<file path="config.mk">
export PLATFORM = sky130hd
export DESIGN_NAME = dma_xfer_engine
export DESIGN_NICKNAME = d
export VERILOG_FILES = /design/src/rtl/dma_xfer_pkg.sv /design/src/rtl/dma_ptr_step.sv /design/src/rtl/dma_lane_swap.sv /design/src/rtl/dma_seq_fsm.sv /design/src/rtl/dma_xfer_engine.sv
export SDC_FILE = /design/constraint.sdc
export NUM_CORES = 1
export LEC_CHECK = 0
export BUFFER_PORTS_ARGS = -buffer_cell sky130_fd_sc_hd__buf_4
export CORE_MARGIN = 2
export CORE_UTILIZATION = 52
export CTS_BUF_LIST = sky130_fd_sc_hd__clkbuf_16
export DETAILED_ROUTE_END_ITERATION = 10
export GPL_TIMING_DRIVEN = 0
export HOLD_SLACK_MARGIN = 0.02
export PLACE_DENSITY_LB_ADDON = 0.08
export SYNTH_ARGS = -nofsm -noshare
export SYNTH_HDL_FRONTEND = slang
export SYNTH_SLANG_ARGS = --single-unit
</file>
<file path="constraint.sdc">
create_clock -name clk -period 3.4 [get_ports clk]
set_input_delay 0.17 -clock clk [delete_from_list [all_inputs] [get_ports clk]]
set_output_delay 0.17 -clock clk [all_outputs]
set_load 0.05 [all_outputs]
</file>
<file path="src/rtl/dma_xfer_pkg.sv">
// Shared types for the DMA transfer engine.
// Assumes a 32-bit data path and a 5-bit ring width field.
package dma_xfer_pkg;

    localparam int RING_W = 5;

    typedef enum logic [1:0] {
        SZ_BYTE = 2'd0,
        SZ_HALF = 2'd1,
        SZ_WORD = 2'd2,
        SZ_RSVD = 2'd3
    } xfer_size_e;

    typedef enum logic [1:0] {
        ST_IDLE  = 2'd0,
        ST_WAIT  = 2'd1,
        ST_READ  = 2'd2,
        ST_WRITE = 2'd3
    } seq_state_e;

    typedef struct packed {
        xfer_size_e          size;
        logic                inc_rd;
        logic                inc_wr;
        logic [RING_W-1:0]   ring_bits;
        logic                ring_wr;
        logic                bswap;
    } chan_ctl_t;

endpackage

</file>
<file path="src/rtl/dma_ptr_step.sv">
// Next-address generator for one pointer.
// Adds the transfer size when incrementing is on. When the ring is on for
// this pointer, only the low ring_bits bits take the new value.
// Assumes ring_bits below AW when a ring is wanted; larger values wrap nothing.
module dma_ptr_step
    import dma_xfer_pkg::*;
#(
    parameter int AW = 32
) (
    input  logic [AW-1:0]     ptr_i,
    input  xfer_size_e        size_i,
    input  logic              inc_i,
    input  logic              ring_en_i,
    input  logic [RING_W-1:0] ring_bits_i,
    output logic [AW-1:0]     next_o
);

    localparam logic [AW-1:0] ONE = AW'(1);

    logic [AW-1:0] step;
    logic [AW-1:0] sum;
    logic [AW-1:0] keep_mask;

    // Byte step for the selected transfer size (reserved code behaves as word).
    always_comb begin
        unique case (size_i)
            SZ_BYTE: step = AW'(1);
            SZ_HALF: step = AW'(2);
            default: step = AW'(4);
        endcase
        if (!inc_i) step = '0;
    end

    // Low bits allowed to change: all of them, unless the ring confines them.
    always_comb begin
        sum = ptr_i + step;
        if (ring_en_i && (ring_bits_i != '0))
            keep_mask = (ONE << ring_bits_i) - ONE;
        else
            keep_mask = '1;
        next_o = (ptr_i & ~keep_mask) | (sum & keep_mask);
    end

endmodule

</file>
<file path="src/rtl/dma_lane_swap.sv">
// Write-data former: zero-extends the read data to the transfer size and
// optionally reverses byte order inside a halfword or word.
// Assumes right-aligned data and DW a multiple of 32.
module dma_lane_swap
    import dma_xfer_pkg::*;
#(
    parameter int DW = 32
) (
    input  logic [DW-1:0] data_i,
    input  xfer_size_e    size_i,
    input  logic          bswap_i,
    output logic [DW-1:0] data_o
);

    localparam int NB = 4;

    logic [31:0] word_rev;

    // Reverse the four bytes of the low word.
    for (genvar b = 0; b < NB; b++) begin : g_rev
        assign word_rev[8*b +: 8] = data_i[8*(NB-1-b) +: 8];
    end

    // Select the lanes for the transfer size and apply the optional swap.
    always_comb begin
        data_o = '0;
        unique case (size_i)
            SZ_BYTE: data_o[7:0]  = data_i[7:0];
            SZ_HALF: data_o[15:0] = bswap_i ? {data_i[7:0], data_i[15:8]} : data_i[15:0];
            default: data_o[31:0] = bswap_i ? word_rev : data_i[31:0];
        endcase
    end

endmodule

</file>
<file path="src/rtl/dma_seq_fsm.sv">
// Transfer sequencer: start qualification, pacing wait, read phase, write
// phase and transfer counting. One transfer is in flight at a time.
// Assumes the bus holds ack for one cycle per request.
module dma_seq_fsm
    import dma_xfer_pkg::*;
#(
    parameter int CW = 16
) (
    input  logic          clk,
    input  logic          rst_n,
    input  logic          start_i,
    input  logic          enable_i,
    input  logic [CW-1:0] count_i,
    input  logic          paced_i,
    input  logic          pace_req_i,
    input  logic          rd_ack_i,
    input  logic          rd_err_i,
    input  logic          wr_ack_i,
    input  logic          wr_err_i,
    output logic          rd_req_o,
    output logic          wr_req_o,
    output logic          busy_o,
    output logic          load_o,
    output logic          capture_o,
    output logic          advance_o,
    output logic          done_o,
    output logic          rd_fault_o,
    output logic          wr_fault_o,
    output logic [CW-1:0] remain_o
);

    seq_state_e    state_q, state_d;
    logic [CW-1:0] remain_q;
    logic          paced_q;
    logic          done_q;
    logic          last_xfer;

    assign rd_req_o   = (state_q == ST_READ);
    assign wr_req_o   = (state_q == ST_WRITE);
    assign busy_o     = (state_q != ST_IDLE);
    assign load_o     = (state_q == ST_IDLE) && start_i && enable_i && (count_i != '0);
    assign capture_o  = rd_req_o && rd_ack_i && !rd_err_i;
    assign rd_fault_o = rd_req_o && rd_ack_i && rd_err_i;
    assign advance_o  = wr_req_o && wr_ack_i && !wr_err_i;
    assign wr_fault_o = wr_req_o && wr_ack_i && wr_err_i;
    assign last_xfer  = (remain_q == CW'(1));
    assign done_o     = done_q;
    assign remain_o   = remain_q;

    // Next-state selection for the read-then-write loop.
    always_comb begin
        state_d = state_q;
        unique case (state_q)
            ST_IDLE:  if (load_o) state_d = paced_i ? ST_WAIT : ST_READ;
            ST_WAIT:  if (pace_req_i) state_d = ST_READ;
            ST_READ:  if (rd_ack_i) state_d = rd_err_i ? ST_IDLE : ST_WRITE;
            ST_WRITE: begin
                if (wr_ack_i) begin
                    if (wr_err_i || last_xfer) state_d = ST_IDLE;
                    else                       state_d = paced_q ? ST_WAIT : ST_READ;
                end
            end
            default:  state_d = ST_IDLE;
        endcase
    end

    // State, remaining count, pacing mode and done pulse registers.
    always_ff @(posedge clk) begin
        if (!rst_n) begin
            state_q  <= ST_IDLE;
            remain_q <= '0;
            paced_q  <= 1'b0;
            done_q   <= 1'b0;
        end else begin
            state_q <= state_d;
            done_q  <= advance_o && last_xfer;
            if (load_o) begin
                remain_q <= count_i;
                paced_q  <= paced_i;
            end else if (advance_o) begin
                remain_q <= remain_q - CW'(1);
            end
        end
    end

    // never a read and a write request at once.
    p_one_phase_r9: assert property (@(posedge clk) disable iff (!rst_n)
        !(rd_req_o && wr_req_o));

    // an unanswered read request stays up.
    p_read_held_r9: assert property (@(posedge clk) disable iff (!rst_n)
        rd_req_o && !rd_ack_i |=> rd_req_o);

    // an unanswered write request stays up.
    p_write_held_r9: assert property (@(posedge clk) disable iff (!rst_n)
        wr_req_o && !wr_ack_i |=> wr_req_o);

    // in paced mode a read follows a sampled request.
    p_paced_read_r8: assert property (@(posedge clk) disable iff (!rst_n)
        $rose(rd_req_o) && paced_q |-> $past(pace_req_i));

    // the done pulse comes with the channel idle.
    p_done_idle_r3: assert property (@(posedge clk) disable iff (!rst_n)
        done_o |-> !busy_o && $past(busy_o));

    // a bus fault ends the sequence without done.
    p_fault_stops_r10: assert property (@(posedge clk) disable iff (!rst_n)
        (rd_fault_o || wr_fault_o) |=> !busy_o && !done_o);

endmodule

</file>
<file path="src/rtl/dma_xfer_engine.sv">
// Single DMA channel top: pointer registers, control latch, data register
// and sticky error flags around the sequencer.
// Assumes a memory-style bus that answers each request with one ack cycle.
module dma_xfer_engine
    import dma_xfer_pkg::*;
#(
    parameter int AW = 32,
    parameter int CW = 16,
    parameter int DW = 32
) (
    input  logic              clk,
    input  logic              rst_n,
    input  logic              start_i,
    input  logic              cfg_enable_i,
    input  logic [AW-1:0]     cfg_rd_addr_i,
    input  logic [AW-1:0]     cfg_wr_addr_i,
    input  logic [CW-1:0]     cfg_count_i,
    input  logic [1:0]        cfg_size_i,
    input  logic              cfg_inc_rd_i,
    input  logic              cfg_inc_wr_i,
    input  logic [RING_W-1:0] cfg_ring_bits_i,
    input  logic              cfg_ring_wr_i,
    input  logic              cfg_bswap_i,
    input  logic              cfg_paced_i,
    input  logic              pace_req_i,
    input  logic              clr_rd_err_i,
    input  logic              clr_wr_err_i,
    output logic              rd_req_o,
    output logic [AW-1:0]     rd_addr_o,
    output logic [1:0]        rd_size_o,
    input  logic              rd_ack_i,
    input  logic              rd_err_i,
    input  logic [DW-1:0]     rd_data_i,
    output logic              wr_req_o,
    output logic [AW-1:0]     wr_addr_o,
    output logic [1:0]        wr_size_o,
    output logic [DW-1:0]     wr_data_o,
    input  logic              wr_ack_i,
    input  logic              wr_err_i,
    output logic              busy_o,
    output logic              done_o,
    output logic              err_rd_o,
    output logic              err_wr_o,
    output logic              err_any_o,
    output logic [CW-1:0]     remain_o
);

    chan_ctl_t     ctl_q;
    logic [AW-1:0] rd_ptr_q, wr_ptr_q;
    logic [AW-1:0] rd_ptr_nx, wr_ptr_nx;
    logic [DW-1:0] data_q, data_formed;
    logic          err_rd_q, err_wr_q;
    logic          load, capture, advance, rd_fault, wr_fault;

    dma_seq_fsm #(.CW(CW)) u_seq (
        .clk        (clk),
        .rst_n      (rst_n),
        .start_i    (start_i),
        .enable_i   (cfg_enable_i),
        .count_i    (cfg_count_i),
        .paced_i    (cfg_paced_i),
        .pace_req_i (pace_req_i),
        .rd_ack_i   (rd_ack_i),
        .rd_err_i   (rd_err_i),
        .wr_ack_i   (wr_ack_i),
        .wr_err_i   (wr_err_i),
        .rd_req_o   (rd_req_o),
        .wr_req_o   (wr_req_o),
        .busy_o     (busy_o),
        .load_o     (load),
        .capture_o  (capture),
        .advance_o  (advance),
        .done_o     (done_o),
        .rd_fault_o (rd_fault),
        .wr_fault_o (wr_fault),
        .remain_o   (remain_o)
    );

    dma_ptr_step #(.AW(AW)) u_rd_step (
        .ptr_i       (rd_ptr_q),
        .size_i      (ctl_q.size),
        .inc_i       (ctl_q.inc_rd),
        .ring_en_i   (!ctl_q.ring_wr),
        .ring_bits_i (ctl_q.ring_bits),
        .next_o      (rd_ptr_nx)
    );

    dma_ptr_step #(.AW(AW)) u_wr_step (
        .ptr_i       (wr_ptr_q),
        .size_i      (ctl_q.size),
        .inc_i       (ctl_q.inc_wr),
        .ring_en_i   (ctl_q.ring_wr),
        .ring_bits_i (ctl_q.ring_bits),
        .next_o      (wr_ptr_nx)
    );

    dma_lane_swap #(.DW(DW)) u_swap (
        .data_i  (rd_data_i),
        .size_i  (ctl_q.size),
        .bswap_i (ctl_q.bswap),
        .data_o  (data_formed)
    );

    // Control latch: fields are frozen for the whole sequence at start.
    always_ff @(posedge clk) begin
        if (!rst_n) begin
            ctl_q <= '{size: SZ_WORD, inc_rd: 1'b1, inc_wr: 1'b1,
                       ring_bits: '0, ring_wr: 1'b0, bswap: 1'b0};
        end else if (load) begin
            ctl_q <= '{size: xfer_size_e'(cfg_size_i), inc_rd: cfg_inc_rd_i,
                       inc_wr: cfg_inc_wr_i, ring_bits: cfg_ring_bits_i,
                       ring_wr: cfg_ring_wr_i, bswap: cfg_bswap_i};
        end
    end

    // Pointers: loaded at start, advanced only when a write is accepted.
    always_ff @(posedge clk) begin
        if (!rst_n) begin
            rd_ptr_q <= '0;
            wr_ptr_q <= '0;
        end else if (load) begin
            rd_ptr_q <= cfg_rd_addr_i;
            wr_ptr_q <= cfg_wr_addr_i;
        end else if (advance) begin
            rd_ptr_q <= rd_ptr_nx;
            wr_ptr_q <= wr_ptr_nx;
        end
    end

    // Data holding register between the read and the write phase.
    always_ff @(posedge clk) begin
        if (!rst_n)       data_q <= '0;
        else if (capture) data_q <= data_formed;
    end

    // Sticky error flags; a fault in the clear cycle keeps the flag set.
    always_ff @(posedge clk) begin
        if (!rst_n) begin
            err_rd_q <= 1'b0;
            err_wr_q <= 1'b0;
        end else begin
            if (rd_fault)          err_rd_q <= 1'b1;
            else if (clr_rd_err_i) err_rd_q <= 1'b0;
            if (wr_fault)          err_wr_q <= 1'b1;
            else if (clr_wr_err_i) err_wr_q <= 1'b0;
        end
    end

    assign rd_addr_o = rd_ptr_q;
    assign wr_addr_o = wr_ptr_q;
    assign rd_size_o = ctl_q.size;
    assign wr_size_o = ctl_q.size;
    assign wr_data_o = data_q;
    assign err_rd_o  = err_rd_q;
    assign err_wr_o  = err_wr_q;
    assign err_any_o = err_rd_q | err_wr_q;

    // address held while a read waits for its acknowledge.
    p_rd_addr_stable_r9: assert property (@(posedge clk) disable iff (!rst_n)
        rd_req_o && !rd_ack_i |=> $stable(rd_addr_o));

    // address and data held while a write waits.
    p_wr_stable_r9: assert property (@(posedge clk) disable iff (!rst_n)
        wr_req_o && !wr_ack_i |=> $stable(wr_addr_o) && $stable(wr_data_o));

    // a ringed read pointer keeps its upper bits across an advance.
    p_ring_freeze_r6: assert property (@(posedge clk) disable iff (!rst_n)
        advance && !ctl_q.ring_wr && (ctl_q.ring_bits != '0)
        |=> ((rd_addr_o ^ $past(rd_addr_o)) >> $past(ctl_q.ring_bits)) == '0);

    // an error flag only drops on a clear request.
    p_err_sticky_r11: assert property (@(posedge clk) disable iff (!rst_n)
        err_wr_o && !clr_wr_err_i |=> err_wr_o);

    // pointers move only at start or on an accepted write.
    p_ptr_hold_r12: assert property (@(posedge clk) disable iff (!rst_n)
        busy_o && !advance |=> $stable(rd_addr_o) && $stable(wr_addr_o));

endmodule

</file>
Yosys cells after proc, flatten, opt, wreduce, memory -nomap -nowiden
Cells that the tools add are included.

storage, ports and cells
  ROM bits = 0
  flip-flop bits (word level) = 129
  word-level logic and storage cells = 93
  RAM bits = 0
  memories kept = 0
  output and inout port bits = 123
  bits in latches = 0

operators by class
  equal/unequal tests = 9
  multiply operators = 0
  order comparisons = 0
  reductions and logical operators = 26
  multiplexer cells = 29
  divide/modulo/power cells = 0
  add/subtract/negate cells = 4
  shift operators = 1
  bitwise logic cells = 9

operators by type and width
  operator               number
  $mux 32                8
  $and 32x32->32         4
  $mux 16                4
  $not 32->32            2
  $or 32x32->32          2
  $add 32x3->32          1
  $add 32x32->32         1
  $pmux 8 s2             2
  $shl 1x5->32 const A   1
  $sub 32x1->32 const B  1
  $eq 16x1->1 const B    1
  $mux 2                 8
  $reduce_bool 16->1     1
  $sub 16x1->16 const B  1
  $logic_and 1x1->1      12
  $ne 2x2->1 const B     4
  $pmux 2 s4             1
  $reduce_bool 2->1      4
  $pmux 3 s2             1
  $reduce_bool 5->1      1
  $eq 2x1->1 const B     2
  $eq 2x2->1 const B     2
  $logic_not 2->1        2
  $mux 1                 4
  other kinds (6)        8

Depth between registers and ports, before layout
  word-level depth = 8
  gate-level depth with buffers = 12
  depth with buffers taken out = 9

By module
Synthesis repeated with hierarchy kept, for this count alone.

second synthesis, totals
  cells, all modules = 1123
  area total of the unflattened synthesis = 10085.9 sq um

by module, submodules not included
  module           seq. area each (sq um)  times used  cells an instance  area each (sq um)
  dma_xfer_engine  2182.1                  1           435                5247.5
  dma_ptr_step     0.0                     2           228                1451.4
  dma_seq_fsm      400.4                   1           149                1211.2
  dma_lane_swap    0.0                     1           83                 724.4

Least setup slack after synthesis
OpenSTA, ideal clock, no wires.

  path kind = register -> register
  from = register ctl_q (netlist bit rd_size_o[1])
  to = register (tool-made name)
  period minus slack after synthesis = 3019 ps
  data arrival time = 2945 ps
  slack = 381 ps
  cell stages (with the launch flop) = 12
  library setup time = 74 ps
  required time = 3326 ps
  cell sequence = dfxtp_1 clkbuf_1 clkbuf_1 nor3b_1 ha_1 inv_1 fa_1 nor2b_1 o211ai_1 or3_4 or4_1 a31oi_1

RTL lines
  what                    RTL line                source
  start, declared         dma_xfer_engine.sv:48   chan_ctl_t ctl_q;
  start signal, assigned  dma_xfer_engine.sv:107  ctl_q <= '{size: SZ_WORD, inc_rd: 1'b1, inc_wr: 1'b1,
  start signal, assigned  dma_xfer_engine.sv:110  ctl_q <= '{size: xfer_size_e'(cfg_size_i), inc_rd: cfg_inc_rd_i,

==> results.md <==
* Status: finished, final reports clean
* Total Wirelength at 38,400 um
* Synth Instances at 1,078
* Max VDD drop at 0.444 mV
* WHS at 14.3 ps
* WP data required at 3760 ps
* #FFs+latches synth at 129
* Area Overhead vs Synth at 39.0%
* H-tree depth at 4
* Levels on crit path at 12
* RSZ-0062 raised after global routing: false
* Fin Clk Skew at 10.1 ps
* Synth Cell Area at 8170 sq um
* Antenna Cells at 0
* WP buf/inv at 5
* Finished Layout Cells at 1,610
* Global-route wire length before repair at 56,000 um
* TritonCTS Buffers at 17
* P per Cell Area at 438 nW/um^2
* Asr flop ratio synth at 0%
* Vias in the first global route at 9,819
* Worst slew pin tran at 1200 ps
* Syn Area/Cell at 7.58 sq um
* Share of post-route cells with drive strength above 1 at 26.2%
* Netlist cell types at 80
* Hold Crit Start: cfg_rd_addr_i[13]
* Max Cap Viol at 0
* Fin nets at 1,532
* Most common cell after layout, fill and taps aside: buf_4
* Multi-input logic area at 5150 sq um
* Filler cell count at 1,195
* Worst r2r src: ctl_q[6]
* CTS Root Cell: clkbuf_16
* Clk_lat worst skew at 440 ps
* Initial antenna violation count at 0
* Area leader, netlist: dfxtp_1
* Final Util at 74.4%
* Total gr overflow at 0
* CP arrival at 3590 ps
* Period utilization at 95.0%
* Wirelength per Cell at 23.9 um
* R2R setup slack at 170 ps
* Synthesis Warnings at 0
* Largest net degree at the start of global routing at 20
* Min-Delay Path Class: in -> reg
* Most frequent cells in the layout: buf_4, dfxtp_1, nand2_1, a21oi_1, nand3_1
* Row count at 45
* Minimum clock period at 3230 ps
* Clock sink total at 129
* # port buffers at 257
* Most Frequent Cell on Critical Path: clkbuf_4
* Final ANT Viol Nets at 0
* Vias post-DR at 10,900
* Relative slew slack at 20.3%
* CTS clk-pin slew, worst paths at 60 ps
* Worst-path fanout max at 10
* HPWL after detailed placement at 27,300 um
* CTS tree: yes
* Final Hold Vio Count at 0
* Core area at 15,300 sq um
* Critical path origin: ctl_q[6]
* Prevailing post-synth register cell: dfxtp_1
* Final setup violation count at 0
* Initial core utilization at 53.5%
* Die area at 16,700 sq um
* Fmax at 310 MHz
* CP max-delay cell: or4_1
* DP Worst Slack at -316 ps
* Die Ht at 129 um
* Vias per inst at 6.77
* Sequential share of the synthesized area at 31.6%
* Synth top area cells: dfxtp_1, a21oi_1, nand2_1, nand3_1, o21ai_0
* Top delay family on crit path: buffers and inverters
* DRC at 0
* Post-Place Cells at 1,546
* EDFF count, synth at 0
* Clk buf depth at 2
* Crit end category: register
* GR Util All Layers at 44.2%
* Fin. max-slew vios at 0
* Worst reg2reg path depth at 12
* Synth top area share at 31.6%
* Worst-path cell chain: clkbuf_4 > clkbuf_4 > clkinvlp_4 > nand3_1 > ha_1 > buf_2 > clkbuf_4 > nand2_1 > a221oi_2 > nor3_1 > or4_1 > a31oi_1
* 1st-iter DRT viols at 1,509
* Mapped Nets at 1,224
* Register area at 2580 sq um
* Pwr Total at 4.98 mW
* I/O pin count at 258
* Static Leakage at 4.34 nW
* Crit path kind: reg -> reg
* Die X at 129 um
* Max incr delay on CP at 500 ps
* CP Launch Type: register
* RD Place Congestion at 1.04
* PnR worst setup slack at 170 ps
* DRT Pass-1 Iters at 6
## what timing repair did
item,4_1_cts,5_1_grt
pin swaps,1,0
hold buffers,28,0
setup endpoints to repair,13,41
resized for setup,4,16
setup buffers,3,2
endpoints found under the hold margin,28,0
## tightest hold or removal path, delay by kind of cell
family / cells / cell delay [ps]
AOI/OAI and AO/OA: 1 / 70
buffers and inverters: 1 / 110
and+or+nand+nor: 1 / 50
## where the power goes
part	switching [mW]	internal [mW]
clock network	0.791	1.23
logic	0.818	0.435
registers	0.107	1.59
total	1.72	3.26
## how the worst min path moves through the flow
stage / slack (ps) / cells after the start / end
3_3_place_gp: 390 / 3 / ctl_q[7]
2_1_floorplan: 290 / 2 / ctl_q[7]
5_1_grt: 20 / 3 / register
6_report: 10 / 3 / register
3_5_place_dp: 400 / 3 / ctl_q[7]
4_1_cts: 20 / 3 / register
## cell families after synthesis
logic type                 Yosys count  share of synthesized area (%)
muxes                               21                           3.00
AOI/OAI and AO/OA                  350                           27.7
DFF                                129                           31.6
xor gates and xnor gates            17                           1.82
buffers and inverters              115                           5.71
adders and majority gates           11                           1.87
and+or+nand+nor                    435                           28.2
## layout make-up
class / instances / area share, %
inverter: 25 / 0.859
clock buffer: 17 / 3.75
timing repair buffer: 290 / 19.8
sequential: 129 / 22.7
clock inverter: 15 / 1.83
buffer: 89 / 3.36
multi-input combinational: 834 / 45.4
tap: 211 / 2.32
## cell usage after synthesis (7+ instances only)
library cell and n:
dfxtp_1 129, nand2_1 121, a21oi_1 98, clkbuf_1 61, nand3_1 58, o21ai_0 56, nor2_1 50, a31oi_1 38
nor3_1 33, or3_1 32, o22ai_1 26, a211oi_1 24, inv_1 23, mux2_2 18, o211ai_1 17, and3_1 16
buf_2 16, nand4_1 16, xnor2_1 16, or4_1 15, nor4_1 14, nand2b_1 13, and2_1 11, and4_1 10
nor3b_1 10, o311ai_0 10, a311oi_1 9, buf_1 9, ha_1 9, nor2b_1 8, or2_2 8, o31ai_1 7
## metrics by stage
| step | TNS [ps] | cell area, sq um |
|---|---|---|
| 6_report | 0 | 11400 |
| 5_1_grt | 0 | 11400 |
| 4_1_cts | 0 | 11300 |
| 3_5_place_dp | -1720 | 10400 |
| 3_3_place_gp | -1790 | 10400 |
| 2_1_floorplan | 0 | 8170 |
## per-layer routing
layer	global-route usage (%)	vias up	part of all wire, %	routed length [um]
met5	0	-	0	0
met4	19.2	0	4.7	1800
met3	12.2	160	13	5170
met2	68.6	923	44	17000
met1	57.6	5098	38	14500
li1	-	4711	-	-
Power figures use the tool's default switching activity.
